===== src/rtl/sd_adder.sv =====
module sd_adder #(
  parameter int N       = 16,
  parameter bit REG_OUT = 1'b1
) (
  input  logic         clk,
  input  logic         rst,
  input  logic [N-1:0] x_p,
  input  logic [N-1:0] x_n,
  input  logic [N-1:0] y_p,
  input  logic [N-1:0] y_n,
  output logic [N:0]   s_p,
  output logic [N:0]   s_n
);
  localparam int VW = N + 3;

  function automatic logic signed [VW-1:0] sdval(input logic [N:0] p, input logic [N:0] n);
    logic signed [VW-1:0] acc;
    acc = '0;
    for (int i = 0; i <= N; i++) begin
      if (p[i]) acc = acc + ({{(VW-1){1'b0}}, 1'b1} << i);
      if (n[i]) acc = acc - ({{(VW-1){1'b0}}, 1'b1} << i);
    end
    return acc;
  endfunction

  // xfer_p/xfer_n[i]: transfer into position i; nneg[i]: lower pair holds no -1
  logic [N:0]   xfer_p, xfer_n, nneg;
  logic [N-1:0] wp, wn, d, b;
  logic [N:0]   rp, rn;

  assign xfer_p[0] = 1'b0;
  assign xfer_n[0] = 1'b0;
  assign nneg[0]   = 1'b1;

  for (genvar i = 0; i < N; i++) begin : g_cell
    logic xz, yz, odd;
    assign xz  = x_p[i] | x_n[i];
    assign yz  = y_p[i] | y_n[i];
    assign odd = xz ^ yz;

    assign nneg[i+1]   = ~(x_n[i] | y_n[i]);
    assign xfer_p[i+1] = (x_p[i] & y_p[i]) | (odd & (x_p[i] | y_p[i]) & nneg[i]);
    assign xfer_n[i+1] = (x_n[i] & y_n[i]) | (odd & (x_n[i] | y_n[i]) & ~nneg[i]);
    assign wn[i] = odd & nneg[i];
    assign wp[i] = odd & ~nneg[i];

    assign d[i]  = xz ^ yz ^ (xfer_p[i] | xfer_n[i]);
    assign b[i]  = (odd & nneg[i]) | (~odd & xfer_n[i]);
    assign rp[i] = d[i] & ~b[i];
    assign rn[i] = d[i] & b[i];

    assert_no_refold_R4: assert property (@(posedge clk) disable iff (rst)
      !((wp[i] && xfer_p[i]) || (wn[i] && xfer_n[i])))
      else $error("interim digit and transfer share a sign at %0d", i);
  end

  assign rp[N] = xfer_p[N];
  assign rn[N] = xfer_n[N];

  assert_legal_in_R1: assert property (@(posedge clk) disable iff (rst)
    ((x_p & x_n) == '0) && ((y_p & y_n) == '0))
    else $error("illegal operand digit code");

  assert_legal_out_R1: assert property (@(posedge clk) disable iff (rst)
    (s_p & s_n) == '0)
    else $error("illegal result digit code");

  if (REG_OUT) begin : g_reg
    logic [N:0] qp, qn;
    logic       rst_d;
    always_ff @(posedge clk) begin
      if (rst) begin
        qp <= '0;
        qn <= '0;
      end else begin
        qp <= rp;
        qn <= rn;
      end
      rst_d <= rst;
    end
    assign s_p = qp;
    assign s_n = qn;

    always @(posedge clk)
      if (rst_d)
        assert_reset_clear_R8: assert (s_p == '0 && s_n == '0)
          else $error("result not cleared by reset");

    assert_sum_value_R7: assert property (@(posedge clk) disable iff (rst)
      1'b1 |=> sdval(s_p, s_n) ==
        $past(sdval({1'b0, x_p}, {1'b0, x_n}) + sdval({1'b0, y_p}, {1'b0, y_n})))
      else $error("registered sum value wrong");

    assert_low_digit_R5: assert property (@(posedge clk) disable iff (rst)
      1'b1 |=> {s_p[0], s_n[0]} ==
        ($past((x_p[0] | x_n[0]) ^ (y_p[0] | y_n[0])) ? 2'b01 : 2'b00))
      else $error("lowest digit wrong");
  end else begin : g_comb
    assign s_p = rp;
    assign s_n = rn;

    assert_sum_value_R2: assert property (@(posedge clk) disable iff (rst)
      sdval(s_p, s_n) == sdval({1'b0, x_p}, {1'b0, x_n}) + sdval({1'b0, y_p}, {1'b0, y_n}))
      else $error("sum value wrong");

    assert_low_digit_R5: assert property (@(posedge clk) disable iff (rst)
      {s_p[0], s_n[0]} == (((x_p[0] | x_n[0]) ^ (y_p[0] | y_n[0])) ? 2'b01 : 2'b00))
      else $error("lowest digit wrong");
  end
endmodule


===== config.mk =====
export PLATFORM = sky130hd
export DESIGN_NAME = sd_adder
export DESIGN_NICKNAME = d
export VERILOG_FILES = /design/src/rtl/sd_adder.sv
export SDC_FILE = /design/constraint.sdc
export NUM_CORES = 1
export LEC_CHECK = 0
export ABC_CLOCK_PERIOD_IN_PS = 2800
export BUFFER_PORTS_ARGS = -buffer_cell sky130_fd_sc_hd__buf_2
export CORE_ASPECT_RATIO = 1.75
export CORE_MARGIN = 2
export CORE_UTILIZATION = 52
export CTS_CLUSTER_SIZE = 25
export DETAILED_ROUTE_END_ITERATION = 10
export GPL_TIMING_DRIVEN = 0
export HOLD_SLACK_MARGIN = 0.02
export MAX_ROUTING_LAYER = met4
export PLACE_DENSITY_LB_ADDON = 0.2
export SETUP_SLACK_MARGIN = 0.15
export SYNTH_ARGS = -nofsm -noshare
export SYNTH_HDL_FRONTEND = slang
export SYNTH_SLANG_ARGS = --single-unit

===== constraint.sdc =====
create_clock -name clk -period 2.8 [get_ports clk]
set_clock_uncertainty 0.05 [all_clocks]
set_input_delay 0.28 -clock clk [delete_from_list [all_inputs] [get_ports clk]]
set_output_delay 0.28 -clock clk [all_outputs]
set_load 0.01 [all_outputs]

* Yosys cells after proc, flatten, opt, wreduce, memory -nomap -nowiden
Cells that the tools add are included.
Operators by class: bitwise gates (word level) 354
Operators with widths (count):
- $and 1x1->1 | 153
- $or 1x1->1 | 125
- $not 1->1 | 45
- $xor 1x1->1 | 31
Storage, ports and cells: register bits after elaboration 33, input port bits 66, output and inout port bits 34

* Longest topological paths before layout
Gate-level depths: netlist (run 1).
depth in word-level cells 9, mapped depth 4

* Worst setup path before layout (run 1)
Ideal clock, no wire load.
kind input to register, start input x_n[3], end register g_reg.qp[4], in the netlist s_p[4], library setup time 0.116 ns, arrival 1.055 ns, required time 2.634 ns, setup slack 1.579 ns, stages on the path 4, path buffers 0, path through nor4b_1 a221oi_2 and3b_1 o211a_1
On the way: cells in the longest elaborated chain, start to end 9, elaborated cells between the ends (all ways) 18
RTL lines:
- start: declaration | line 8 | input logic [N-1:0] x_n,
- $or 1x1->1 | line 37 | assign xz = x_p[i] | x_n[i];
- $xor 1x1->1 | line 39 | assign odd = xz ^ yz;
- $and 1x1->1 (2 in series) | line 43 | assign xfer_n[i+1] = (x_n[i] & y_n[i]) | (odd & (x_n[i] | y_n[i]) & ~nneg[i]);
- $or 1x1->1 | line 43
- $and 1x1->1 | line 48 | assign b[i] = (odd & nneg[i]) | (~odd & xfer_n[i]);
- $or 1x1->1 | line 48
- $not 1->1 | line 49 | assign rp[i] = d[i] & ~b[i];
- $and 1x1->1 (*) | line 49
- end signal: assignment | line 76 | qp <= rp;
- end: declaration | line 69 | logic [N:0] qp, qn;
Every way passes the cells marked *; elsewhere a longest branch is shown, timed or not. A chain may end at the register's enable or synchronous reset.

* Worst setup path after layout (run 1)
start input x_n[6], end register g_reg.qp[8], in the netlist s_p[8]
On the way: cells in the longest elaborated chain, start to end 7, elaborated cells between the ends (all ways) 12
RTL lines:
- $or 1x1->1 (*) | line 41 | assign nneg[i+1] = ~(x_n[i] | y_n[i]);
- $not 1->1 / $and 1x1->1 (equally long branches) | line 41, 43
- $and 1x1->1 / $or 1x1->1 (equally long branches) | line 42, 43
- $or 1x1->1 / $and 1x1->1 (equally long branches) | line 42, 48
- $or 1x1->1 (on tied branches) | line 47, 48
- $xor 1x1->1 / $not 1->1 (equally long branches) | line 47, 49
- $and 1x1->1 (*) | line 49
Marks and branches as above.

==> summary.log, run 1 <==
INFO  synthesis      synth_enable_flop_cells=0
INFO  clock_network  cts-resized-gates=0
INFO  synthesis      post_synth_main_area_contributors=sky130_fd_sc_hd__dfxtp_1 27%, sky130_fd_sc_hd__nor2_1 7.4%, sky130_fd_sc_hd__nor2b_1 7.2%, sky130_fd_sc_hd__a2111oi_2 6.2%, sky130_fd_sc_hd__a21oi_1 5.8%
INFO  route          drt.antenna.violating_nets=0
INFO  layout         layout-drive-gt1-share=30.1%
INFO  clock_network  cts.hold.buffers_added=0
INFO  floorplanning  floorplan.rows=32
INFO  floorplanning  initial_core_util=54.6%
INFO  grt            grt_antenna_before_repair=0
INFO  sta            finalSetupTns=0ps
INFO  grt            grt_start_max_net_pins=11
INFO  synthesis      synth_nets=375
INFO  clock_network  tritoncts=yes
INFO  clock_network  htreeDepth=2
INFO  critical_path  timing.critical_path.to_type=flop
INFO  placed_design  detailedPlacementHpwl=4.80mm
INFO  floorplanning  floorplan_die_area=5250squm
INFO  synthesis      synth_top_family_by_area=simple AND/OR/NAND/NOR gates
INFO  power_and_ir_drop p_per_area=420nW/um^2
INFO  sta            setup_repair_after_global_routing_missed_its_margin=false
INFO  route          drc=0
INFO  synthesis      yosysUniqueCellTypes=43
INFO  sta            post-route-worst-setup-slack=1570ps
INFO  critical_path  worstSetupPathType=primary input to flop
INFO  power_and_ir_drop leakage=1.42nW
INFO  layout         commonest_non_fill_non_tap_cells_in_the_layout=99 x sky130_fd_sc_hd__buf_2, 48 x sky130_fd_sc_hd__nor2_1, 33 x sky130_fd_sc_hd__dfxtp_1, 28 x sky130_fd_sc_hd__a21oi_1, 28 x sky130_fd_sc_hd__nor2b_1
INFO  grt            first_global_vias=2,438
INFO  layout         final.fill_count=415
INFO  floorplanning  die_w=55.6um
INFO  sta            post-route-period-util=43.9%
INFO  synthesis      synthAdderAreaFrac=0%
INFO  synthesis      area_share_of_and_or_nand_nor_cells_after_synthesis=37.0%
INFO  hold_path      timing.hold.worst.class=primary input to flop
INFO  layout         number_of_nets_in_the_finished_design=480
INFO  route          drt-initial-drc-count=152
INFO  placed_design  weighted_congestion_at_the_end_of_routability_driven_global_placement=0.790
INFO  sta            maxSlewViolCount=0
INFO  critical_path  cp_max_fo=5
INFO  route          post_drt_wl_per_cell=12.9um
INFO  clock_network  cts.clk_slew.worst_paths=70ps
INFO  synthesis      post_synth_mux_area_share=0.825%
INFO  floorplanning  die_y=94.4um
INFO  floorplanning  placeableCoreArea=4440squm
INFO  grt            grt_first_pass_wirelength=9.88mm
INFO  grt            grt_use_total=23.6%
INFO  sta            highest_attainable_clock_frequency=814MHz
INFO  route          vias_per_cell=5.60
INFO  critical_path  worstPathRequired=2930ps
INFO  synthesis      synth_async_sr_flop_share=0%
INFO  clock_network  max-clock-path-buffers=2
INFO  power_and_ir_drop largest_voltage_drop_on_the_vdd_net=0.381mV
INFO  critical_path  cp-endpoint=s_p[8]
INFO  layout         post-route-cell-area=3080squm
INFO  clock_network  cts_made_buffers=5
INFO  sta            slew_headroom=58.4%
INFO  sta            min_period=1230ps
INFO  run            number_of_maximum_capacitance_violations=0
INFO  synthesis      syn_area=2430squm
INFO  placed_design  place_worst_setup_slack=1270ps
INFO  critical_path  worst-endpoint-arrival=1360ps
INFO  floorplanning  io-pin-count=100
INFO  layout         antenna-diode-count=0
INFO  route          firstDrtPassIters=4
INFO  synthesis      yosys_most_used_dff=sky130_fd_sc_hd__dfxtp_1
INFO  synthesis      netlist_instances=309
INFO  placed_design  postPlaceCellArea=2980squm
INFO  synthesis      synth_compound_area_share=27.7%
INFO  clock_network  post-cts-setup-buffer-count=0
INFO  layout         mostFrequentLayoutCell=sky130_fd_sc_hd__buf_2
INFO  synthesis      syn_avg_cell_area=7.85squm
INFO  sta            tightestPinTransition=624ps
INFO  synthesis      yosysWarningCount=0
INFO  sta            hold_viol=0
INFO  synthesis      synth_area_leader_cell=sky130_fd_sc_hd__dfxtp_1
INFO  grt            globalRoute.totalOverflow=0
INFO  synthesis      synthesis_stage_register_bit_count=33
INFO  sta            finalSetupViolCount=0
INFO  placed_design  buffers_added_on_ports=98
INFO  route          via_count=2,609
INFO  clock_network  root_buffer=sky130_fd_sc_hd__clkbuf_8
INFO  run_status     outcome=completed
INFO  synthesis      ys_seq_area_share=27.2%
INFO  critical_path  worstSetupStartpoint=x_n[6]
INFO  synthesis      synth_top_cell_area_share=27.2%
INFO  route          wl=6.01mm
INFO  synthesis      yosys.area_share.xor_xnor=6.09%
INFO  clock_network  cts.sinks=33
INFO  layout         layout-area-overhead-vs-synth=27.0%
INFO  critical_path  timing.critical_path.from_type=primary input
cells by family after synthesis:
group / after synthesis
flip-flops: 33
AO/OA/AOI/OAI: 89
multiplexers: 2
AND/OR/NAND/NOR: 163
buffers and inverters: 5
XOR/XNOR: 16
other: 1
state kept, by name, summed over array words and instances, names as in the netlist:
name,flops
s_p,16
s_n,17
per-layer routing:
layer / GRT usage (%) / part of all wire [%] / vias up
met5: - / 0 / -
met4: 10.6 / 2.0 / 0
met3: 3.97 / 5.4 / 14
met2: 45.0 / 54 / 79
met1: 23.0 / 38 / 1187
li1: - / - / 1329
layout make-up:
| type | count | area [sq um] | area share, % |
|---|---|---|---|
| plain buffers | 4 | 20.0 | 0.650 |
| flip-flops and latches | 33 | 661 | 21.4 |
| clock inverters | 1 | 5.00 | 0.162 |
| inverters | 1 | 3.75 | 0.122 |
| clock buffers | 7 | 96.3 | 3.13 |
| repair buffers | 98 | 490 | 15.9 |
| well taps | 51 | 63.8 | 2.07 |
| multi-input cells | 271 | 1740 | 56.5 |
worst max-delay path: stages:
cell	delay, ps
sky130_fd_sc_hd__buf_2	120
sky130_fd_sc_hd__nor2_1	250
sky130_fd_sc_hd__o21ai_1	160
sky130_fd_sc_hd__a21o_1	190
sky130_fd_sc_hd__a2111oi_2	350
Yosys cell counts, types with 2 or more instances:
cell type                    n
sky130_fd_sc_hd__clkbuf_1    2
sky130_fd_sc_hd__nand3_1     2
sky130_fd_sc_hd__or2_2       2
sky130_fd_sc_hd__o31ai_1     2
sky130_fd_sc_hd__nor3b_1     3
sky130_fd_sc_hd__nor4b_1     2
sky130_fd_sc_hd__a2111oi_2  10
sky130_fd_sc_hd__o21bai_1   13
sky130_fd_sc_hd__xor2_1     13
sky130_fd_sc_hd__nor2b_1    28
sky130_fd_sc_hd__nand4b_1    9
sky130_fd_sc_hd__nand2_1    15
sky130_fd_sc_hd__dfxtp_1    33
sky130_fd_sc_hd__and3b_1     2
sky130_fd_sc_hd__nor2_1     48
sky130_fd_sc_hd__nand2b_1   22
sky130_fd_sc_hd__o21ai_1    10
sky130_fd_sc_hd__nand4_1    14
sky130_fd_sc_hd__a21oi_1    28
sky130_fd_sc_hd__nor2_2      2
sky130_fd_sc_hd__o21ai_0     2
sky130_fd_sc_hd__and2_1     11
sky130_fd_sc_hd__a21o_1     12
sky130_fd_sc_hd__o211a_1     3
sky130_fd_sc_hd__mux2i_1     2
sky130_fd_sc_hd__xnor2_1     2
worst min path at each step:
| stage | to | cells after the start | slack, ps | start |
|---|---|---|---|---|
| after floorplan | s_p[1] | 1 | 350 | x_n[0] |
| after global placement | s_n[16] | 3 | 500 | x_n[15] |
| after detailed placement | s_n[16] | 3 | 510 | x_n[15] |
| after CTS | s_n[16] | 3 | 200 | x_n[15] |
| after global routing | s_p[16] | 3 | 220 | y_p[15] |
| final | s_p[16] | 3 | 200 | y_p[15] |
per-stage QoR:
step | total power, mW | util [%] | hold WS [ps] | cells
floorplan | 0.755 | - | 349 | 309
global placement | 0.893 | 67.1 | 502 | 458
detailed placement | 0.903 | 67.1 | 506 | 458
CTS | 1.30 | 69.3 | 202 | 466
global route | 1.36 | 69.3 | 216 | 466
finish | 1.30 | 69.3 | 204 | 466
where the power goes:
group          switching [mW]  internal, mW
clock network           0.179         0.222
registers             0.00706         0.504
logic                   0.213         0.170
(Power assumes the default switching activity.)
==> run 2: changes to the inputs <==
Settings changed: ABC_CLOCK_PERIOD_IN_PS 2800 to 1100, CORE_UTILIZATION 52 to 44.
Clock period 2.8 ns to 1.1 ns, I/O delays scaled along.
==> run 2 against run 1 <==
  * Critical path depth grew 1
  * Sequential share of layout area shrank 4.7 points
  * Final area grew 28%
  * Total power grew to 2.7 times the previous value
  * Wire length grew 18%
  * First-iteration DRC count shrank 22%
  * Largest power group is now combinational logic
  * Via count grew 6.6%
  * Largest cell class unchanged
  * Setup slack lost 1400 ps
  * Clock-buffer cell count grew 1
==> summary.log, run 2 (synthesized netlist as in run 1, its figures left out) <==
INFO  clock_network  tritoncts=yes
INFO  sta            slew_headroom=57.4%
INFO  sta            finalSetupViolCount=0
INFO  sta            min_period=962ps
INFO  layout         mostFrequentLayoutCell=sky130_fd_sc_hd__buf_2
INFO  layout         final_core_utilization=74.3%
INFO  sta            maxSlewViolCount=0
INFO  route          drc=0
INFO  grt            grt_use_total=21.5%
INFO  clock_network  htreeDepth=2
INFO  run_status     outcome=completed
INFO  power_and_ir_drop p_per_area=897nW/um^2
INFO  hold_path      timing.hold.worst.class=primary input to flop
INFO  grt            grt_antenna_before_repair=0
INFO  placed_design  detailedPlacementHpwl=5.04mm
INFO  run            number_of_maximum_capacitance_violations=0
INFO  sta            setup_repair_after_global_routing_missed_its_margin=true
INFO  power_and_ir_drop leakage=1.66nW
INFO  sta            hold_viol=0
INFO  critical_path  cp_slowest_stage_delay=300ps
INFO  route          vias_per_cell=5.47
INFO  grt            grt_first_pass_wirelength=10.2mm
INFO  layout         commonest_non_fill_non_tap_cells_in_the_layout=62 x sky130_fd_sc_hd__buf_2, 33 x sky130_fd_sc_hd__dfxtp_1, 31 x sky130_fd_sc_hd__nor2_4, 28 x sky130_fd_sc_hd__a21oi_1, 25 x sky130_fd_sc_hd__buf_4
INFO  floorplanning  die_w=60.1um
INFO  floorplanning  io-pin-count=100
INFO  critical_path  cp_max_fo=5
INFO  clock_network  cts_made_buffers=5
INFO  placed_design  buffers_added_on_ports=98
INFO  layout         layout-drive-gt1-share=47.0%
INFO  critical_path  cp_top_family=compound AO/OA/AOI/OAI gates
INFO  hold_path      min-delay-start=y_p[15]
INFO  power_and_ir_drop power.total=3.53mW
INFO  route          drt-initial-drc-count=118
INFO  layout         number_of_nets_in_the_finished_design=499
INFO  critical_path  cell_with_the_biggest_individual_delay_on_the_critical_path=sky130_fd_sc_hd__a2111oi_2
INFO  floorplanning  placeableCoreArea=5300squm
INFO  layout         layout-area-overhead-vs-synth=62.3%
INFO  critical_path  timing.critical_path.from_type=primary input
INFO  critical_path  worstSetupPathType=primary input to flop
INFO  route          post_drt_wl_per_cell=14.0um
INFO  route          via_count=2,781
INFO  floorplanning  floorplan.rows=35
INFO  clock_network  cts.sinks=33
INFO  sta            post-route-period-util=87.5%
INFO  route          firstDrtPassIters=4
INFO  grt            grt_start_max_net_pins=11
INFO  layout         final.fill_count=408
INFO  floorplanning  initial_core_util=45.8%
INFO  power_and_ir_drop largest_voltage_drop_on_the_vdd_net=0.779mV
INFO  sta            highest_attainable_clock_frequency=1040MHz
INFO  placed_design  weighted_congestion_at_the_end_of_routability_driven_global_placement=0.839
INFO  critical_path  worstPathRequired=1230ps
INFO  sta            worst_hold_slack=41.3ps
INFO  clock_network  root_buffer=sky130_fd_sc_hd__clkbuf_8
INFO  sta            finalSetupTns=0ps
INFO  grt            globalRoute.totalOverflow=0
INFO  clock_network  max-clock-path-buffers=2
INFO  route          drt.antenna.violating_nets=0
INFO  critical_path  cell_by_cell_trace_of_the_critical_path=clkbuf_4 -> nor2_4 -> xor2_2 -> buf_4 -> a21o_1 -> a2111oi_2
INFO  critical_path  timing.critical_path.to_type=flop
INFO  hold_path      holdPathEnd=s_p[16]
INFO  layout         number_of_flip_flops_under_the_largest_register_name=17
INFO  floorplanning  die_y=102um
INFO  sta            tightestPinTransition=640ps
INFO  critical_path  worst-path-buf-inv=2
INFO  critical_path  worst-endpoint-arrival=1090ps
INFO  grt            first_global_vias=2,560
INFO  route          wl=7.10mm
INFO  hold_path      worstHoldPathCells=3
INFO  layout         antenna-diode-count=0
INFO  floorplanning  floorplan_die_area=6150squm
INFO  clock_network  cts.clk_slew.worst_paths=70ps
run 2: changes by cell type in the layout (fill, tap and decap cells not counted), moves of 5 or more:
cell	previous run	this run
sky130_fd_sc_hd__buf_8	0	9
sky130_fd_sc_hd__xor2_2	0	11
sky130_fd_sc_hd__nor2_4	0	31
sky130_fd_sc_hd__nor2_1	48	16
sky130_fd_sc_hd__buf_6	0	19
sky130_fd_sc_hd__nor2b_1	28	22
sky130_fd_sc_hd__buf_4	1	25
sky130_fd_sc_hd__buf_2	99	62
sky130_fd_sc_hd__nor2b_4	0	5
sky130_fd_sc_hd__o21ai_1	10	3
sky130_fd_sc_hd__xor2_1	13	2
sky130_fd_sc_hd__o21ai_2	0	8
run 2: layout make-up:
cell class | instances | area, sq um | share of cell area (%)
multi-input combinational | 271 | 2200 | 55.9
inverter | 1 | 3.75 | 0.0953
buffer | 4 | 23.8 | 0.604
clock buffer | 8 | 80.1 | 2.03
timing repair buffer | 117 | 875 | 22.2
sequential | 33 | 661 | 16.8
tap | 74 | 92.6 | 2.35
run 2: how the worst max path moves through the flow:
stage / cells past startpoint / endpoint / startpoint
floorplan: 4 / s_n[2] / y_p[2]
global placement: 5 / s_p[11] / x_n[9]
detailed placement: 5 / s_p[11] / x_n[9]
CTS: 5 / s_p[11] / x_p[10]
global route: 6 / s_p[12] / x_n[12]
finish: 6 / s_p[7] / x_n[7]
run 2: stage by stage:
stage,instances,setup slack [ps],instance area [sq um]
finish,508,138,3940
global route,508,59.5,3940
global placement,481,-205,3290
detailed placement,481,-212,3290
floorplan,309,69.1,2710
CTS,494,122,3440
run 2: routing by layer:
layer  vias to the layer above  track usage (%)  wire length (um)  share of wire [%]
met3                        10             3.54               289                4.1
met5                         -                -                 0                  0
met2                        89             40.8              4050                 57
li1                       1357                -                 -                  -
met1                      1325             20.6              2660                 37
met4                         0             8.38               104                1.5
run 2: what timing repair did:
item                                    4_1_cts  5_1_grt
setup buffers                                 5       14
gates resized for setup                      13      125
hold buffers                                  0        0
pin swaps                                    17       49
endpoints found under the setup margin       20       17
cloned                                        0        0
run 2: power breakdown:
part	switching, mW	internal [mW]
Sequential	0.0197	1.28
Combinational	0.693	0.670
Clock	0.417	0.449
